## src/rtl/sad_pkg.sv

```systemverilog
package sad_pkg;

    // Datapath dimensions. PIX_W must be a power of two for the carry tree.
    localparam int PIX_W     = 8;
    localparam int NUM_PAIRS = 16;

    localparam int IDX_W    = $clog2(NUM_PAIRS);
    localparam int SUM_W    = PIX_W + IDX_W;          // width of the final result
    localparam int ROW_W    = SUM_W + 1;              // keeps the discarded offset bit
    localparam int NUM_OPS  = 2 * NUM_PAIRS;          // operand rows out of stage 1
    localparam int NUM_ROWS = NUM_OPS + 1;            // plus the correction row
    localparam int PIX_MAX  = (1 << PIX_W) - 1;
    localparam int MAX_SAD  = NUM_PAIRS * PIX_MAX;

    // Offset cancellation: pushes the sum of all pair offsets to 2^SUM_W.
    localparam int CORR_VAL = (1 << SUM_W) - NUM_PAIRS * (1 << PIX_W) + NUM_PAIRS;

    typedef logic [PIX_W-1:0] pix_t;
    typedef logic [ROW_W-1:0] row_t;
    typedef logic [SUM_W-1:0] sad_t;

    typedef struct packed {
        logic                     vld;
        pix_t [NUM_OPS-1:0]       ops;
    } cmp_stage_t;

    typedef struct packed {
        logic vld;
        row_t sum_row;
        row_t car_row;
    } red_stage_t;

    // Carry-out of (x + y), carry-in 0, as a tree of generate/propagate merges.
    function automatic logic group_carry(input pix_t x, input pix_t y);
        pix_t g;
        pix_t p;
        g = x & y;
        p = x | y;
        for (int span = 1; span < PIX_W; span = span * 2) begin
            for (int base = 0; base + span < PIX_W; base = base + 2 * span) begin
                g[base] = g[base + span] | (p[base + span] & g[base]);
                p[base] = p[base + span] & p[base];
            end
        end
        return g[0];
    endfunction

endpackage

```

## src/rtl/sad_pair_select.sv

```systemverilog
module sad_pair_select
    import sad_pkg::*;
(
    input  pix_t a_in,
    input  pix_t b_in,
    output pix_t a_out,
    output pix_t b_out
);
    logic b_gt_a;

    always_comb begin
        b_gt_a = group_carry(~a_in, b_in);
        a_out  = b_gt_a ? ~a_in : a_in;
        b_out  = b_gt_a ? b_in  : ~b_in;
    end

    // selected operands carry exactly the absolute difference plus 255
    logic [PIX_W:0] pair_total;
    logic [PIX_W:0] pair_expect;
    always_comb begin
        pair_total  = {1'b0, a_out} + {1'b0, b_out};
        pair_expect = (a_in > b_in) ? ({1'b0, a_in} - {1'b0, b_in})
                                    : ({1'b0, b_in} - {1'b0, a_in});
        pair_expect = pair_expect + (PIX_W+1)'(PIX_MAX);
        a_r2_pair_offset: assert (pair_total == pair_expect)
            else $error("pair total %0d expected %0d", pair_total, pair_expect);
        a_r1_one_passes: assert ((a_out == a_in) != (b_out == b_in))
            else $error("exactly one operand must pass unchanged");
    end

endmodule

```

## src/rtl/sad_csa_reduce.sv

```systemverilog
module sad_csa_reduce
    import sad_pkg::*;
(
    input  pix_t [NUM_OPS-1:0] ops,
    output row_t               sum_row,
    output row_t               car_row
);
    always_comb begin
        row_t s;
        row_t c;
        row_t r;
        row_t ns;
        s = row_t'(CORR_VAL);
        c = '0;
        for (int k = 0; k < NUM_OPS; k++) begin
            r  = row_t'(ops[k]);
            ns = s ^ c ^ r;
            c  = ((s & c) | (s & r) | (c & r)) << 1;
            s  = ns;
        end
        sum_row = s;
        car_row = c;
    end

endmodule

```

## src/rtl/sad_final_add.sv

```systemverilog
module sad_final_add
    import sad_pkg::*;
(
    input  row_t sum_row,
    input  row_t car_row,
    output sad_t result,
    output logic offset_bit
);
    row_t total;

    always_comb begin
        total      = sum_row + car_row;
        result     = total[SUM_W-1:0];
        offset_bit = total[SUM_W];
    end

endmodule

```

## src/rtl/sad_row_unit.sv

```systemverilog
module sad_row_unit
    import sad_pkg::*;
(
    input  logic                       clk,
    input  logic                       rst,
    input  logic                       in_valid,
    input  logic [NUM_PAIRS*PIX_W-1:0] pix_a,
    input  logic [NUM_PAIRS*PIX_W-1:0] pix_b,
    output logic                       out_valid,
    output logic [SUM_W-1:0]           sad
);
    pix_t [NUM_OPS-1:0] sel_ops;
    cmp_stage_t         s1_q;
    red_stage_t         s2_q;
    row_t               red_sum;
    row_t               red_car;
    sad_t               add_res;
    logic               add_ofs;
    logic               vld_q;
    sad_t               sad_q;

    // Stage 1: per-pair compare and invert
    for (genvar i = 0; i < NUM_PAIRS; i++) begin : g_pair
        sad_pair_select u_sel (
            .a_in  (pix_a[i*PIX_W +: PIX_W]),
            .b_in  (pix_b[i*PIX_W +: PIX_W]),
            .a_out (sel_ops[2*i]),
            .b_out (sel_ops[2*i+1])
        );
    end

    always_ff @(posedge clk) begin
        if (rst) begin
            s1_q.vld <= 1'b0;
        end else begin
            s1_q.vld <= in_valid;
        end
        s1_q.ops <= sel_ops;
    end

    // Stage 2: correction row plus carry-save reduction
    sad_csa_reduce u_red (
        .ops     (s1_q.ops),
        .sum_row (red_sum),
        .car_row (red_car)
    );

    always_ff @(posedge clk) begin
        if (rst) begin
            s2_q.vld <= 1'b0;
        end else begin
            s2_q.vld <= s1_q.vld;
        end
        s2_q.sum_row <= red_sum;
        s2_q.car_row <= red_car;
    end

    // Stage 3: carry-propagate add, offset bit dropped
    sad_final_add u_add (
        .sum_row    (s2_q.sum_row),
        .car_row    (s2_q.car_row),
        .result     (add_res),
        .offset_bit (add_ofs)
    );

    always_ff @(posedge clk) begin
        if (rst) begin
            vld_q <= 1'b0;
            sad_q <= '0;
        end else begin
            vld_q <= s2_q.vld;
            if (s2_q.vld) begin
                sad_q <= add_res;
            end
        end
    end

    assign out_valid = vld_q;
    assign sad       = sad_q;

    // offset of all rows lands exactly on the dropped bit
    a_r3_offset_bit: assert property (@(posedge clk) disable iff (rst)
        s2_q.vld |-> add_ofs)
        else $error("offset bit not set in final total");

    // result can never exceed sixteen maximal differences
    a_r4_sad_range: assert property (@(posedge clk) disable iff (rst)
        out_valid |-> (int'(sad) <= MAX_SAD))
        else $error("sad out of range");

    // valid advances one stage per edge
    a_r5_valid_follows: assert property (@(posedge clk) disable iff (rst)
        s1_q.vld |=> s2_q.vld)
        else $error("valid lost between stage 1 and 2");

    a_r5_out_follows: assert property (@(posedge clk) disable iff (rst)
        s2_q.vld |=> out_valid)
        else $error("valid lost at output stage");

    // a bubble leaves the result unchanged
    a_r9_hold_on_bubble: assert property (@(posedge clk) disable iff (rst)
        !s2_q.vld |=> $stable(sad))
        else $error("sad changed on a bubble");

    // no valid output directly after reset release without input history
    a_r7_reset_clears: assert property (@(posedge clk)
        rst |=> (!out_valid && sad == '0))
        else $error("reset did not clear output");

endmodule

```

## config.mk

```make
export PLATFORM = sky130hd
export DESIGN_NAME = sad_row_unit
export DESIGN_NICKNAME = d
export VERILOG_FILES = /design/src/rtl/sad_pkg.sv /design/src/rtl/sad_pair_select.sv /design/src/rtl/sad_csa_reduce.sv /design/src/rtl/sad_final_add.sv /design/src/rtl/sad_row_unit.sv
export SDC_FILE = /design/constraint.sdc
export NUM_CORES = 1
export LEC_CHECK = 0
export ABC_AREA = 1
export BUFFER_PORTS_ARGS = -buffer_cell sky130_fd_sc_hd__buf_2
export CELL_PAD_IN_SITES_DETAIL_PLACEMENT = 0
export CELL_PAD_IN_SITES_GLOBAL_PLACEMENT = 2
export CORE_MARGIN = 3
export CORE_UTILIZATION = 30
export CTS_BUF_LIST = sky130_fd_sc_hd__clkbuf_8
export CTS_CLUSTER_DIAMETER = 30
export CTS_CLUSTER_SIZE = 30
export DETAILED_ROUTE_END_ITERATION = 10
export PLACE_DENSITY_LB_ADDON = 0.1
export REMOVE_ABC_BUFFERS = 1
export SLEW_MARGIN = 40
export SYNTH_ARGS = -nofsm -noshare
export SYNTH_HDL_FRONTEND = slang
export SYNTH_SLANG_ARGS = --single-unit
```

## constraint.sdc

```tcl
create_clock -name clk -period 16.5 [get_ports clk]
set_clock_uncertainty 0.2 [all_clocks]
set_input_delay 3.3 -clock clk [delete_from_list [all_inputs] [get_ports clk]]
set_output_delay 3.3 -clock clk [all_outputs]
set_load 0.03 [all_outputs]
```

# Yosys cells after proc, flatten, opt, wreduce, memory -nomap -nowiden
# Index checks and enable logic that the tools add are counted.
op_classes:
  n_mux: 32
  add_sub_neg: 1
  n_bitwise: 570
ops:
  columns: ["op", "n"]
  rows:
  - ["$or A11 B11 Y11", 60]
  - ["$and A11 B8 Y11", 59]
  - ["$xor A12 B8 Y12", 30]
  - ["$xor A12 B12 Y12", 29]
  - ["$and A11 B11 Y11", 29]
  - ["$mux W8", 32]
  - ["$not A8 Y8", 32]
  - ["$and A1 B1 Y1", 176]
  - ["$and A8 B8 Y8", 18]
  - ["$or A8 B8 Y8", 17]
  - ["$or A1 B1 Y1", 112]
  - ["$add A12 B12 Y12", 1]
  - ["$xor A8 B12 Y12", 1]
  - ["$and A8 B11 Y11", 1]
  - ["$or A11 B8 Y11", 1]
  - ["$and A6 B8 Y8", 1]
  - ["$and A8 B6 Y8", 1]
  - ["$xor A8 B6 Y8", 1]
  - ["$xor A8 B8 Y8", 1]
  - ["$not A1 Y1", 1]
totals:
  ff_bits: 294
  inputBits: 259
  out_inout_bits: 13

# Logic depth before layout (Yosys ltp)
depth:
  word_depth: 94
  ltp_mapped: 42

# Cells and area by module
# A second synthesis with hierarchy kept.
unflattened:
  cells_unflattened: 2570
  area_unflattened_um2: 20444.6
by_module_without_submodules:
  columns: ["mod", "cells_each", "area_each_um2", "n_inst"]
  rows:
  - ["sad_csa_reduce", 531, 6779.0, 1]
  - ["sad_pair_select", 96, 419.2, 16]
  - ["sad_row_unit", 368, 6251.0, 1]
  - ["sad_final_add", 135, 708.2, 1]

# Least setup slack after synthesis
# Ideal clock, no wire load.
synth_path:
  kind: "reg2reg"
  start: "reg s1_q[4] (netlist name)"
  end: "reg s2_q[20] (netlist name)"
  path_stages_with_launch: 34
  n_path_buf: 0
  path_slack_ns: 1.583
  t_arrival_ns: 14.586
  setup_ns: 0.131
  t_required_ns: 16.169
  path_cell_list: "dfxtp_1 -> fa_1 -> fa_1 -> fa_1 -> fa_1 -> fa_1 -> fa_1 -> fa_1 -> fa_1 -> fa_1 -> fa_1 -> fa_1 -> fa_1 -> fa_1 -> fa_1 -> fa_1 -> fa_1 -> fa_1 -> fa_1 -> fa_1 -> fa_1 -> fa_1 -> fa_1 -> fa_1 -> fa_1 -> fa_1 -> inv_1 -> fa_1 -> inv_1 -> fa_1 -> fa_1 -> fa_1 -> fa_1 -> fa_1"
synth_via:
  elab_chain_cells: 66
  elab_cells_between_ends: 213
  cone_classes: "bitwise (213)"
synth_rtl:
  columns: ["element", "line_no", "text"]
  rows:
  - ["$not A1 Y1 (no source line)", null, null]
  - ["$and A8 B6 Y8, or another cell as far along", "sad_csa_reduce.sv:18", "c = ((s & c) | (s & r) | (c & r)) << 1;"]
  - ["$or A8 B8 Y8 or $xor A8 B8 Y8 (tied branches)", "sad_csa_reduce.sv:18, sad_csa_reduce.sv:17", null]
  - ["$or A11 B8 Y11, or another cell as far along", "sad_csa_reduce.sv:18", null]
  - ["$and A8 B11 Y11, or another cell as far along", "sad_csa_reduce.sv:18", null]
  - ["$or A11 B11 Y11, or another cell as far along (2 in a row)", "sad_csa_reduce.sv:18", null]
  - ["$and A11 B11 Y11, or another cell as far along", "sad_csa_reduce.sv:18", null]
  - ["$or A11 B11 Y11, or another cell as far along (2 in a row)", "sad_csa_reduce.sv:18", null]
  - ["[... 49 more ...]", null, null]
  - ["$xor A12 B8 Y12, or another cell as far along", "sad_csa_reduce.sv:17", "ns = s ^ c ^ r;"]
  - ["$xor A12 B12 Y12, or another cell as far along", "sad_csa_reduce.sv:17", null]
  - ["$xor A12 B8 Y12, or another cell as far along", "sad_csa_reduce.sv:17", null]
  - ["$xor A12 B12 Y12 or $or A11 B11 Y11 (tied branches)", "sad_csa_reduce.sv:17, sad_csa_reduce.sv:18", null]
  - ["$xor A12 B8 Y12 or $or A11 B11 Y11 (tied branches)", "sad_csa_reduce.sv:17, sad_csa_reduce.sv:18", null]
  - ["$xor A12 B12 Y12 (*)", "sad_csa_reduce.sv:17", null]
  - ["$xor A12 B8 Y12 (*)", "sad_csa_reduce.sv:17", null]
  - ["named net red_sum[7]", "sad_row_unit.sv:15", "row_t red_sum;"]
# The timed path passes the listed nets; every way through them passes the cells marked *.
# A chain may end at the register's enable or synchronous reset.

# Final worst setup path
layout_path:
  start: "reg s1_q[4] (netlist name)"
  end: "reg s2_q[20] (netlist name)"
layout_via:
  elab_chain_cells: 66
  elab_cells_between_ends: 213
  cone_classes: "bitwise (213)"
layout_rtl:
  columns: ["element", "line_no"]
  rows:
  - ["$not A1 Y1 (no source line)", null]
  - ["$and A8 B6 Y8, or another cell as far along", "sad_csa_reduce.sv:18"]
  - ["$or A8 B8 Y8 or $xor A8 B8 Y8 (tied branches)", "sad_csa_reduce.sv:18, sad_csa_reduce.sv:17"]
  - ["$or A11 B8 Y11, or another cell as far along", "sad_csa_reduce.sv:18"]
  - ["$and A8 B11 Y11, or another cell as far along", "sad_csa_reduce.sv:18"]
  - ["$or A11 B11 Y11, or another cell as far along (2 in a row)", "sad_csa_reduce.sv:18"]
  - ["$and A11 B11 Y11, or another cell as far along", "sad_csa_reduce.sv:18"]
  - ["$or A11 B11 Y11, or another cell as far along (2 in a row)", "sad_csa_reduce.sv:18"]
  - ["[... 49 more ...]", null]
  - ["$xor A12 B8 Y12, or another cell as far along", "sad_csa_reduce.sv:17"]
  - ["$xor A12 B12 Y12, or another cell as far along", "sad_csa_reduce.sv:17"]
  - ["$xor A12 B8 Y12, or another cell as far along", "sad_csa_reduce.sv:17"]
  - ["$xor A12 B12 Y12 or $or A11 B11 Y11 (tied branches)", "sad_csa_reduce.sv:17, sad_csa_reduce.sv:18"]
  - ["$xor A12 B8 Y12 or $or A11 B11 Y11 (tied branches)", "sad_csa_reduce.sv:17, sad_csa_reduce.sv:18"]
  - ["$xor A12 B12 Y12 (*)", "sad_csa_reduce.sv:17"]
  - ["$xor A12 B8 Y12 (*)", "sad_csa_reduce.sv:17"]
  - ["named net red_sum[7]", "sad_row_unit.sv:15"]
# Marked as above.

==> summary.txt <==
Routing
  • Vias/cell: 4.10
  • DRC: 0
  • Final wirelength: 44500 um
  • DR iter-0 viols: 328
  • Drt pass-1 iters: 4
  • Vias: 12500
  • Routed wire per std cell: 14.6 um
  • Post-DRT Antenna Nets: 0

STA
  • Max Fclk: 63.8 MHz
  • Fin. Hold Viols: 0
  • Fin. max-slew vios: 0
  • Slew HR: 52.0%
  • Setup TNS: 0 ns
  • Fin Hold WS: 0.204 ns
  • Setup Viol. Count Final: 0
  • RSZ-0062 raised after global routing: false
  • Least-Margin Pin Slew: 0.719 ns
  • Final min period: 15.67 ns
  • Period Utilization, post-route: 94.9%

Worst setup path
  • WP data arrival: 15.99 ns
  • Maximum fanout along the worst path: 2
  • FF-to-FF Start: s1_q[4]
  • Critical path's most frequent cell: fa_1
  • Critical-path top delay cell: fa_1
  • Setup CP Type: flip-flop to flip-flop
  • Critical Path RT: 16.82 ns
  • Startpoint Class: flip-flop
  • Element type at the critical path end: flip-flop
  • Max incr delay on CP: 0.66 ns
  • Register-to-register setup slack: 0.83 ns
  • Worst setup path start: s1_q[4]

Floorplan
  • Initial Utilization: 30.6%
  • Die Area: 63700 um2
  • IO Count: 272
  • Row count: 89
  • Die H: 252 um
  • Die Wd: 252 um
  • Core Region: 59500 um2

CTS
  • Root Buffer: clkbuf_8
  • Cts hold-fix bufs: 0
  • Later-pin clock latency in the skew report: 0.65 ns
  • Clk sink count: 294
  • H-tree lvl count: 3
  • Clk buf depth: 3
  • CTS buffer count: 86
  • CTS tree: done
  • Clock transition at path regs: 0.06 ns
  • Resized cells post-CTS: 0
  • Post-CTS setup repair buffer count: 0

Status
  • Status: completed

Synthesis
  • Register bit total from synthesis: 294
  • Synthesized instance count: 1868
  • Synth unique cells: 31
  • Sequential area share after synthesis: 32.3%
  • Syn_area_per_cell: 9.74 um2
  • Syn. warnings: 0
  • Cell Area, Synth: 18200 um2

Cells and area
  • Share of layout cells above drive strength 1: 19.4%
  • Nets@finish: 2808
  • # fillers: 6089
  • Area grow syn2layout: 23.7%

Worst hold path
  • Hold Path Class: flip-flop to flip-flop
  • Hold Startpoint: s1_q[256]

GRT
  • Initial antenna violation count: 5
  • Gr usage total: 14.6%
  • Pin count of the biggest net entering global routing: 20
  • Grt total ovfl: 0
  • Vias in the first global route: 13700
  • Global-route wire length before repair: 72100 um

Place
  • IO buf count: 271
  • GPL Wtd Cong: 0.780
  • HPWL Detailed: 37700 um

Run
  • Max Cap Violations: 0
-- critical path: cells and delay by family, from the launching register on --
family / cells / cell delay [ns]
adder cells (fa/ha/maj): 31 / 14.98
flip-flops: 1 / 0.32
buffers and inverters: 2 / 0.10
-- layer usage --
layer  GRT usage (%)  vias up  wire (um)  part of all wire [%]
met2            22.3      254      19500                    44
met1            20.6     5756      22200                    50
met4            4.15        2        871                   2.0
met3            3.31       76       1880                   4.2
met5               0        -         15                 0.034
li1                -     6420          -                     -
-- stage by stage --
step	instances	utilization, %	setup slack, ns	area (um2)
finish	3054	37.9	0.835	22500
global route	3053	37.8	0.407	22500
CTS	3052	37.8	0.748	22500
detailed placement	2893	34.2	0.757	20300
global placement	2893	34.2	0.755	20300
floorplan	1849	-	1.58	18000
-- Yosys cell counts --
master | count | area share, %
buf_6 | 16 | 0.99
nand3b_1 | 2 | 0.082
a21oi_2 | 1 | 0.048
o211ai_1 | 1 | 0.041
dfxtp_1 | 294 | 32
nand2_4 | 1 | 0.062
nor2_1 | 51 | 1.1
or2_2 | 2 | 0.069
inv_1 | 327 | 6.7
nor3_1 | 1 | 0.027
a22oi_1 | 14 | 0.58
xor2_1 | 216 | 10
a211oi_1 | 1 | 0.041
or2_0 | 1 | 0.034
o21bai_1 | 2 | 0.082
clkbuf_1 | 3 | 0.062
ha_1 | 126 | 8.7
or3_1 | 1 | 0.034
xnor2_1 | 28 | 1.3
o21ai_1 | 1 | 0.027
nand2_1 | 360 | 7.4
fa_1 | 215 | 24
nand3_1 | 77 | 2.1
a31oi_1 | 16 | 0.55
a21oi_1 | 8 | 0.22
or2_1 | 14 | 0.48
nand2_2 | 15 | 0.52
nand4_1 | 18 | 0.62
o22ai_1 | 17 | 0.58
o21ai_0 | 38 | 1.0
maj3_2 | 1 | 0.062
-- sequential cells by signal, summed over array words and instances (netlist names) --
signal and cells:
s1_q 257, s2_q 24, sad 12, out_valid 1
-- cell usage in the layout (no fill, tap or decap), types with 17 or more instances in the layout --
| cell type | netlist | routed |
|---|---|---|
| o21ai_0 | 38 | 38 |
| fa_1 | 215 | 215 |
| nand3_1 | 77 | 77 |
| dfxtp_1 | 294 | 294 |
| buf_2 | 0 | 271 |
| xnor2_1 | 28 | 28 |
| clkbuf_8 | 0 | 99 |
| ha_1 | 126 | 126 |
| nor2_1 | 51 | 51 |
| xor2_1 | 216 | 216 |
| bufinv_16 | 0 | 17 |
| inv_1 | 327 | 335 |
| nand2_1 | 360 | 360 |
| o22ai_1 | 17 | 17 |
| nand4_1 | 18 | 18 |
-- cell type report --
cell class	count	area [um2]	share of cell area (%)
multi-input cells	1228	10900	48.4
flip-flops and latches	294	5890	26.1
clock buffers	99	1360	6.05
repair buffers	271	1360	6.03
inverters	327	1230	5.45
well taps	773	967	4.30
clock inverters	60	811	3.60
diodes	2	5.00	0.0222
-- final timing paths --
kind         cells after the start       end
min                              2  s2_q[26]
max reg2reg                     33  s2_q[20]
max                             33  s2_q[20]
min reg2reg                      2  s2_q[26]
-- kinds of logic after synthesis --
group,Yosys count,synth area share (%)
buf+inv,346,7.80
flops,294,32.3
compound gates,99,3.22
fa+ha+maj,342,32.4
xor+xnor,244,11.7
simple gates,543,12.5
Power is left out: the tool's default activity adds up to more than one toggle a clock period on the data nets, which glitch-free logic cannot reach.
